[config.mk]
export PLATFORM = sky130hd
export DESIGN_NAME = stream_fifo_bridge
export DESIGN_NICKNAME = d
export VERILOG_FILES = /design/src/rtl/sfb_pkg.sv /design/src/rtl/sfb_fifo.sv /design/src/rtl/sfb_ctrl.sv /design/src/rtl/sfb_regs.sv /design/src/rtl/stream_fifo_bridge.sv
export SDC_FILE = /design/constraint.sdc
export NUM_CORES = 1
export LEC_CHECK = 0
export ABC_AREA = 0
export BUFFER_PORTS_ARGS = -buffer_cell sky130_fd_sc_hd__buf_2
export CORE_ASPECT_RATIO = 1.25
export CORE_MARGIN = 1
export CORE_UTILIZATION = 63
export DETAILED_ROUTE_END_ITERATION = 12
export GPL_ROUTABILITY_DRIVEN = 0
export GPL_TIMING_DRIVEN = 0
export MAX_ROUTING_LAYER = met4
export PLACE_DENSITY_LB_ADDON = 0.25
export SYNTH_ARGS = -nofsm -noshare
export SYNTH_HDL_FRONTEND = slang
export SYNTH_SLANG_ARGS = --single-unit
[constraint.sdc]
create_clock -name clk -period 8.56 [get_ports clk]
set_input_delay 0 -clock clk [delete_from_list [all_inputs] [get_ports clk]]
set_output_delay 0 -clock clk [all_outputs]
set_load 0.1 [all_outputs]
[src/rtl/sfb_pkg.sv]
package sfb_pkg;
    localparam int BUS_W = 32;

    typedef enum logic [2:0] {
        RA_CTRL     = 3'd0,
        RA_CMD_PUSH = 3'd1,
        RA_TX_PUSH  = 3'd2,
        RA_CMD_ROOM = 3'd3,
        RA_TX_ROOM  = 3'd4,
        RA_RX_POP   = 3'd5,
        RA_RX_PEEK  = 3'd6,
        RA_RX_LEVEL = 3'd7
    } reg_addr_e;

    typedef enum logic {
        ST_OFF = 1'b0,
        ST_ON  = 1'b1
    } en_state_e;
endpackage

[src/rtl/sfb_fifo.sv]
module sfb_fifo #(
    parameter int AW = 3,
    parameter int W  = 8
) (
    input  logic          clk,
    input  logic          rst_n,
    input  logic          clr,
    input  logic          push,
    input  logic [W-1:0]  wdat,
    input  logic          pop,
    output logic [W-1:0]  head,
    output logic [AW:0]   level,
    output logic [AW:0]   room,
    output logic          full,
    output logic          empty
);
    localparam int DEPTH = 1 << AW;
    localparam int CW    = AW + 1;

    logic [W-1:0]  mem [DEPTH];
    logic [CW-1:0] wp, rp;
    logic          do_push, do_pop;

    assign level   = wp - rp;
    assign full    = (level == CW'(DEPTH));
    assign empty   = (level == '0);
    assign room    = CW'(DEPTH) - level;
    assign do_push = push && !full;
    assign do_pop  = pop && !empty;
    assign head    = mem[rp[AW-1:0]];

    always_ff @(posedge clk) begin
        if (!rst_n || clr) begin
            wp <= '0;
            rp <= '0;
        end else begin
            if (do_push) wp <= wp + 1'b1;
            if (do_pop)  rp <= rp + 1'b1;
        end
    end

    always_ff @(posedge clk) begin
        if (do_push) mem[wp[AW-1:0]] <= wdat;
    end
endmodule

[src/rtl/sfb_ctrl.sv]
module sfb_ctrl
    import sfb_pkg::*;
(
    input  logic clk,
    input  logic rst_n,
    input  logic arm_req,
    input  logic drop_req,
    output logic en_on,
    output logic flush
);
    en_state_e state, state_nx;

    always_comb begin
        state_nx = state;
        unique case (state)
            ST_OFF: if (arm_req)  state_nx = ST_ON;
            ST_ON:  if (drop_req) state_nx = ST_OFF;
        endcase
    end

    always_ff @(posedge clk) begin
        if (!rst_n) state <= ST_OFF;
        else        state <= state_nx;
    end

    always_comb begin
        en_on = 1'b0;
        flush = 1'b1;
        unique case (state)
            ST_OFF: begin
                en_on = 1'b0;
                flush = 1'b1;
            end
            ST_ON: begin
                en_on = 1'b1;
                flush = drop_req;
            end
        endcase
    end
endmodule

[src/rtl/sfb_regs.sv]
module sfb_regs
    import sfb_pkg::*;
#(
    parameter int CMD_AW = 3,
    parameter int TX_AW  = 2,
    parameter int RX_AW  = 3,
    parameter int DAT_W  = 8
) (
    input  logic              clk,
    input  logic              rst_n,
    input  logic              bus_wr,
    input  logic              bus_rd,
    input  logic [2:0]        bus_addr,
    input  logic [BUS_W-1:0]  bus_wdata,
    input  logic              en_on,
    input  logic [CMD_AW:0]   cmd_room,
    input  logic [TX_AW:0]    tx_room,
    input  logic [RX_AW:0]    rx_level,
    input  logic [DAT_W-1:0]  rx_head,
    output logic              cmd_push,
    output logic              tx_push,
    output logic              rx_pop,
    output logic              arm_req,
    output logic              drop_req,
    output logic [BUS_W-1:0]  bus_rdata
);
    reg_addr_e          ra;
    logic [BUS_W-1:0]   rd_mux;

    assign ra       = reg_addr_e'(bus_addr);
    assign cmd_push = bus_wr && (ra == RA_CMD_PUSH);
    assign tx_push  = bus_wr && (ra == RA_TX_PUSH);
    assign arm_req  = bus_wr && (ra == RA_CTRL) &&  bus_wdata[0];
    assign drop_req = bus_wr && (ra == RA_CTRL) && !bus_wdata[0];
    assign rx_pop   = bus_rd && (ra == RA_RX_POP);

    always_comb begin
        rd_mux = '0;
        unique case (ra)
            RA_CTRL:     rd_mux = BUS_W'(en_on);
            RA_CMD_ROOM: rd_mux = BUS_W'(cmd_room);
            RA_TX_ROOM:  rd_mux = BUS_W'(tx_room);
            RA_RX_POP:   rd_mux = BUS_W'(rx_head);
            RA_RX_PEEK:  rd_mux = BUS_W'(rx_head);
            RA_RX_LEVEL: rd_mux = BUS_W'(rx_level);
            RA_CMD_PUSH,
            RA_TX_PUSH:  rd_mux = '0;
        endcase
    end

    always_ff @(posedge clk) begin
        if (!rst_n)      bus_rdata <= '0;
        else if (bus_rd) bus_rdata <= rd_mux;
    end
endmodule

[src/rtl/stream_fifo_bridge.sv]
module stream_fifo_bridge
    import sfb_pkg::*;
#(
    parameter int CMD_AW = 3,
    parameter int TX_AW  = 2,
    parameter int RX_AW  = 3,
    parameter int CMD_W  = 16,
    parameter int DAT_W  = 8
) (
    input  logic              clk,
    input  logic              rst_n,
    input  logic              bus_wr,
    input  logic              bus_rd,
    input  logic [2:0]        bus_addr,
    input  logic [31:0]       bus_wdata,
    output logic [31:0]       bus_rdata,
    output logic              cmd_valid,
    input  logic              cmd_ready,
    output logic [CMD_W-1:0]  cmd_data,
    output logic              txd_valid,
    input  logic              txd_ready,
    output logic [DAT_W-1:0]  txd_data,
    input  logic              rxd_valid,
    output logic              rxd_ready,
    input  logic [DAT_W-1:0]  rxd_data
);
    logic              en_on, flush;
    logic              arm_req, drop_req;
    logic              cmd_push, tx_push, rx_pop;
    logic [CMD_AW:0]   cmd_level, cmd_room;
    logic [TX_AW:0]    tx_level, tx_room;
    logic [RX_AW:0]    rx_level, rx_room;
    logic              cmd_full, cmd_empty, tx_full, tx_empty, rx_full, rx_empty;
    logic [DAT_W-1:0]  rx_head;

    sfb_ctrl u_ctrl (
        .clk      (clk),
        .rst_n    (rst_n),
        .arm_req  (arm_req),
        .drop_req (drop_req),
        .en_on    (en_on),
        .flush    (flush)
    );

    sfb_regs #(
        .CMD_AW (CMD_AW),
        .TX_AW  (TX_AW),
        .RX_AW  (RX_AW),
        .DAT_W  (DAT_W)
    ) u_regs (
        .clk       (clk),
        .rst_n     (rst_n),
        .bus_wr    (bus_wr),
        .bus_rd    (bus_rd),
        .bus_addr  (bus_addr),
        .bus_wdata (bus_wdata),
        .en_on     (en_on),
        .cmd_room  (cmd_room),
        .tx_room   (tx_room),
        .rx_level  (rx_level),
        .rx_head   (rx_head),
        .cmd_push  (cmd_push),
        .tx_push   (tx_push),
        .rx_pop    (rx_pop),
        .arm_req   (arm_req),
        .drop_req  (drop_req),
        .bus_rdata (bus_rdata)
    );

    assign cmd_valid = en_on && !cmd_empty;
    assign txd_valid = en_on && !tx_empty;
    assign rxd_ready = en_on && !rx_full;

    sfb_fifo #(.AW(CMD_AW), .W(CMD_W)) u_cmd_q (
        .clk   (clk),
        .rst_n (rst_n),
        .clr   (flush),
        .push  (cmd_push && en_on),
        .wdat  (bus_wdata[CMD_W-1:0]),
        .pop   (cmd_valid && cmd_ready),
        .head  (cmd_data),
        .level (cmd_level),
        .room  (cmd_room),
        .full  (cmd_full),
        .empty (cmd_empty)
    );

    sfb_fifo #(.AW(TX_AW), .W(DAT_W)) u_tx_q (
        .clk   (clk),
        .rst_n (rst_n),
        .clr   (flush),
        .push  (tx_push && en_on),
        .wdat  (bus_wdata[DAT_W-1:0]),
        .pop   (txd_valid && txd_ready),
        .head  (txd_data),
        .level (tx_level),
        .room  (tx_room),
        .full  (tx_full),
        .empty (tx_empty)
    );

    sfb_fifo #(.AW(RX_AW), .W(DAT_W)) u_rx_q (
        .clk   (clk),
        .rst_n (rst_n),
        .clr   (flush),
        .push  (rxd_valid && rxd_ready),
        .wdat  (rxd_data),
        .pop   (rx_pop && en_on),
        .head  (rx_head),
        .level (rx_level),
        .room  (rx_room),
        .full  (rx_full),
        .empty (rx_empty)
    );
endmodule

### Word-level counts from Yosys, hierarchy flattened

Memory sizes are Yosys's and may differ from the RTL's. A register that Yosys moved wholly into a read port is not among the register bits.
Cells that the tools add are included.

* bits of input ports: 50
* bits in writable memories: 224
* word-level logic and storage cells: 87
* output and inout port bits: 59
* bits in registers: 55
* memories: 3

* multiplexer cells: 18
* reductions and logical operators: 36
* bitwise operators: 1
* add/sub/neg operators: 11
* eq/ne operators: 10

Memory list
* u_cmd_q.mem: depth 8, width 16, rd ports 1, clocked after memory_dff 1, write ports 1, RTL line sfb_fifo.sv:20 `logic [W-1:0] mem [DEPTH];`
* u_rx_q.mem: depth 8, width 8, rd ports 1, clocked after memory_dff 1, write ports 1, RTL line sfb_fifo.sv:20
* u_tx_q.mem: depth 4, width 8, rd ports 1, clocked after memory_dff 1, write ports 1, RTL line sfb_fifo.sv:20

Operator list (count)
* $pmux W32 S6: 1
* $logic_and A1 B1 Y1: 21
* $add A4 B1 Y4 const B: 4
* $eq A3 B3 Y1 const B: 5
* $mux W3: 4
* $eq A4 B4 Y1 const B: 2
* $logic_not A1 Y1: 8
* $logic_not A4 Y1: 2
* $mux W1: 8
* $sub A4 B4 Y4: 2
* $add A3 B1 Y3 const B: 2
* $eq A3 B2 Y1 const B: 2
* $logic_not A3 Y1: 2
* $pmux W1 S2: 3
* $mux W2: 2
* $reduce_or A2 Y1: 2
* $sub A4 B4 Y4 const A: 1
* $eq A3 B1 Y1 const B: 1
* $sub A3 B3 Y3: 1
* $sub A3 B3 Y3 const A: 1
* $logic_or A1 B1 Y1: 1
* $not A1 Y1: 1

### Depth between registers and ports, before layout

* depth in word-level cells: 8
* mapped depth: 11
* gate-level depth less buffers: 11

### By module

From an unflattened synthesis, not the netlist that was laid out.

* cell total of the unflattened synthesis: 660
* area total of the unflattened synthesis: 11151.9 um2

Modules (own cells, without submodules)
* sfb_fifo (u_cmd_q): area an instance 5532.8 um2, sequential area each 4063.9 um2, times used 1, cells an instance 277
* sfb_fifo (u_rx_q): area an instance 3148.0 um2, sequential area each 2142.1 um2, times used 1, cells an instance 186
* sfb_fifo (u_tx_q): area an instance 1635.3 um2, sequential area each 1121.1 um2, times used 1, cells an instance 91
* sfb_regs: area an instance 725.7 um2, sequential area each 160.2 um2, times used 1, cells an instance 93
* stream_fifo_bridge: area an instance 66.3 um2, sequential area each 0.0 um2, times used 1, cells an instance 9
* sfb_ctrl: area an instance 43.8 um2, sequential area each 20.0 um2, times used 1, cells an instance 4

### Worst setup path before layout

Ideal clock, no wire load.

* kind: reg2reg
* from: register u_cmd_q.wp[0]
* to: memory u_cmd_q.mem[3][0] in the netlist's numbering, enable pin
* setup slack: 4.632 ns
* period minus slack after synthesis: 3.928 ns
* required time: 8.124 ns
* arrival time: 3.492 ns
* path buffers: 1
* setup time: 0.436 ns
* stages on the path, launching flop included: 11
* cells stage by stage: dfxtp_1 -> inv_1 -> ha_1 -> inv_1 -> fa_1 -> inv_1 -> ha_1 -> nand2_1 -> o31ai_2 -> buf_6 -> nor4b_1

* cells in the longest elaborated chain, start to end: 6

Ends and longest elaborated chain
* start, declared: RTL line sfb_fifo.sv:21 `logic [CW-1:0] wp, rp;`
* start signal, assigned: RTL line sfb_fifo.sv:37 `if (do_push) wp <= wp + 1'b1;`
* $sub A4 B4 Y4: RTL line sfb_fifo.sv:24 `assign level = wp - rp;`
* $eq A4 B4 Y1: RTL line sfb_fifo.sv:25 `assign full = (level == CW'(DEPTH));`
* $logic_not A1 Y1: RTL line sfb_fifo.sv:28 `assign do_push = push && !full;`
* $logic_and A1 B1 Y1: RTL line sfb_fifo.sv:28
* $mux W1: RTL line sfb_fifo.sv:43 `if (do_push) mem[wp[AW-1:0]] <= wdat;`
* $mux W1 (implied by the code): RTL line sfb_fifo.sv:43
* end, declared: RTL line sfb_fifo.sv:20

Several ways; a longest one is shown, not always the timed one.

### Worst setup path in the final report

* from: register u_cmd_q.wp[0]
* to: memory u_cmd_q.mem[4][9] in the netlist's numbering, enable pin

Same word-level chain as after synthesis.

==> metrics.cfg <==
[pwr]
pwr-share-clk_pct = 41.0
p_leak_nw = 4.373
pwr-share-comb_pct = 4.6
p_int_mw = 2.028
netSwitchingFraction_pct = 20.57
power_density_nw_per_um2 = 198.9
ir_worst_vdd_uv = 168.2
p_switching_mw = 0.5251
power_mw = 2.554
seq_power_share_pct = 54.4

[setup_path]
crit_path_frequent_cell = inv_1
critPathArrivalTime_ns = 3.62
crit_chain = inv_1 > ha_1 > inv_1 > fa_1 > inv_1 > ha_1 > nand2_1 > o31ai_2 > buf_6 > nor4_2 > buf_6 > buf_4
ff2ff_setup_slack_ns = 5.15
crit_slowest_cell = nor4_2
r2r-end = u_cmd_q.mem[4][9]$_DFFE_PP_
rr_worst_depth = 12
worst-setup-path-type = reg -> reg
critPathLaunchType = flip-flop
cp.depth = 12
cpPeakStageDelay_ns = 0.63
cp_top_family = buffers and inverters
path_max_fanout = 10
endpoint_kind = flip-flop
crit_required_ns = 8.78
r2r_start = u_cmd_q.wp[0]$_SDFFE_PP0P_
worst-path-buf-inv = 6

[sta]
layout_min_cycle_time_ns = 3.409
finalHoldViolations = 0
setup_violations = 0
finClkSkew_ns = 0.02060
slew_viol_final = 0
finalCritPeriodShare_pct = 39.83
tns_ns = 0
tightest_slew_ns = 1.294
rsz0062_at_grt = no
max_freq_mhz = 293.3
max_slew_margin_pct = 13.10

[hold_path]
whs_path_depth = 5
worstHoldStart = bus_addr[1]
whs_endpoint = u_tx_q.wp[0]$_SDFFE_PP0N_
min_path_type = in -> reg

[placement]
port_buffers = 67
dp_hpwl_um = 14870
placed_cells = 941
postPlaceCellArea_um2 = 11760

[global_routing]
grt_pass1_vias = 6279
grt.total_usage_pct = 26.82
grt-ovfl-total = 0
antenna_found_initial = 0
grt_pass1_wl_um = 34480
grt_max_degree = 17

[floorplanning]
placementRows = 53
die_h_um = 149.2
fp.dieArea_um2 = 17860
die_x_um = 119.7
core_um2 = 16910
start_util_pct = 64.55
io_pins = 109

[clock_tree]
ctsResizeCount = 0
clockBufferDepth = 3
clk-insertion-delay-late_ns = 0.52
cts-htree-levels = 1
cts-root-buf = clkbuf_16
numCtsBuffers = 24
clkSlewWorstSetupHoldPaths_ns = 0.06
clock_sinks = 263
cts_tree = yes

[layout]
syn2layout_area_growth_pct = 17.63
utilization_pct = 75.93
nNetsFinal = 850
num_antenna_cells = 0
fill_cells = 949
final_cell_area_um2 = 12840
stdcell_count = 1015
final_layout_size_suffix_gt1_share_pct = 29.94

[yosys]
yosysMostFrequentCell = edfxtp_1
synth.ff_latch_count = 263
synth-edff-count = 224
ys_seq_area_share_pct = 68.78
ys_warn_count = 0
synth_top_cell_by_area = edfxtp_1
syn_inst = 620
yosys.area.top_type_share_pct = 61.62
syn_area_um2 = 10920
synthFlopType = edfxtp_1
synth_cell_types = 49
async_reset_ff_share_pct = 0
synth.avg_cell_area_um2 = 17.61
yosys-top-cells-count = edfxtp_1, mux4_2, dfxtp_1
synth_area_leaders = edfxtp_1, mux4_2, dfxtp_1, ha_1, mux2_2

[drt]
postRouteAntennaNets = 0
drtPass1Iterations = 4
wl_per_cell_um = 21.99
finalWirelength_um = 22320
drc = 0
viasPerCell = 5.842
drt-initial-drc-count = 486
vias = 5930

[run]
drv_cap = 0

[status]
status = completed

[per-stage QoR]
stage	setup WS, ns	hold slack [ns]
after floorplan	4.632	0.09887
after global placement	3.127	0.2562
after detailed placement	5.130	0.2777
after CTS	5.131	0.03745
after global routing	4.996	0.07423
final	5.151	0.04667
[cells in the final DEF, fill, tap and decap left out, types with 3 or more instances in the layout]
cell / n
ha_1: 20
nor2b_1: 3
dlygate4sd3_1: 30
clkbuf_16: 24
bufinv_16: 3
or3_1: 6
nor3_1: 4
fa_1: 3
mux2_2: 19
buf_6: 5
inv_1: 25
dfxtp_1: 39
edfxtp_1: 224
o22ai_1: 6
nand2_1: 11
xor2_1: 8
mux4_1: 4
nor3_2: 4
a21oi_1: 19
nor2_1: 33
a21o_1: 5
conb_1: 24
and3_1: 3
o21a_1: 6
clkbuf_1: 17
nand3b_1: 4
nand3_1: 10
xnor2_1: 8
nor4_2: 4
clkinv_1: 4
mux4_2: 52
clkinv_2: 3
and2_1: 8
mux2i_1: 13
o21ai_0: 5
buf_4: 34
buf_2: 76
[per-layer routing]
layer | track usage, % | share of wire [%] | vias to the layer above
met5 | - | 0 | -
met4 | 10.13 | 3.0 | 0
met3 | 3.364 | 4.5 | 51
met2 | 48.06 | 56 | 177
met1 | 30.81 | 37 | 3022
li1 | - | - | 2680
[registers in the layout (all words and copies together), names as in the netlist, named ones only]
name              count
u_cmd_q.mem         128
u_rx_q.mem           64
u_tx_q.mem           32
u_regs.bus_rdata      8
u_cmd_q.rp            4
u_cmd_q.wp            4
u_rx_q.rp             4
u_rx_q.wp             4
u_tx_q.rp             3
u_tx_q.wp             3
[final cells by class]
cell class | count | area [um^2] | share of cell area, %
buffer | 49 | 315.3 | 2.456
clock buffer | 32 | 630.6 | 4.911
clock inverter | 12 | 145.1 | 1.130
inverter | 25 | 93.84 | 0.7309
multi-input combinational | 306 | 3139 | 24.45
sequential | 263 | 7507 | 58.47
tap | 220 | 275.3 | 2.144
timing repair buffer | 108 | 733.2 | 5.710
[power groups by stage]
stage | Clock (mW) | Combinational [mW] | Sequential (mW)
5_1_grt | 1.10 | 0.122 | 1.39
2_1_floorplan | 0 | 0.0671 | 1.43
6_report | 1.05 | 0.117 | 1.39
3_5_place_dp | 0 | 0.104 | 1.42
3_3_place_gp | 0 | 0.101 | 1.42
4_1_cts | 1.06 | 0.115 | 1.39
[how the worst max path moves through the flow]
stage | from | to | slack, ns
after floorplan | u_cmd_q.wp[0]$_SDFFE_PP0P_ | u_cmd_q.mem[3][0]$_DFFE_PP_ | 4.63
after global placement | u_cmd_q.wp[0]$_SDFFE_PP0P_ | u_cmd_q.mem[3][5]$_DFFE_PP_ | 3.13
after detailed placement | u_cmd_q.wp[0]$_SDFFE_PP0P_ | u_cmd_q.mem[4][5]$_DFFE_PP_ | 5.13
after CTS | u_cmd_q.wp[0]$_SDFFE_PP0P_ | u_cmd_q.mem[4][14]$_DFFE_PP_ | 5.13
after global routing | u_cmd_q.wp[0]$_SDFFE_PP0P_ | u_cmd_q.mem[4][9]$_DFFE_PP_ | 5.00
final | u_cmd_q.wp[0]$_SDFFE_PP0P_ | u_cmd_q.mem[4][9]$_DFFE_PP_ | 5.15
[cell families after synthesis]
group / share of synthesized area (%)
flops: 68.78
simple gates: 4.860
mux: 14.84
buf+inv: 3.748
compound gates: 3.462
fa+ha+maj: 2.843
xor+xnor: 1.433
other cells: 0.03435
[what timing repair did]
item                                   CTS  global route
endpoints found under the hold margin  243             0
setup endpoints to repair                0             0
setup buffers                            0             0
hold buffers                            30             0
[worst reg2reg max path, cell delays in order, from the launching register on]
cell	delay, ns
dfxtp_1	0.38
inv_1	0.23
ha_1	0.24
inv_1	0.06
fa_1	0.47
inv_1	0.06
ha_1	0.20
nand2_1	0.14
o31ai_2	0.12
buf_6	0.18
nor4_2	0.63
buf_6	0.24
buf_4	0.18
(Power assumes the default switching activity.)
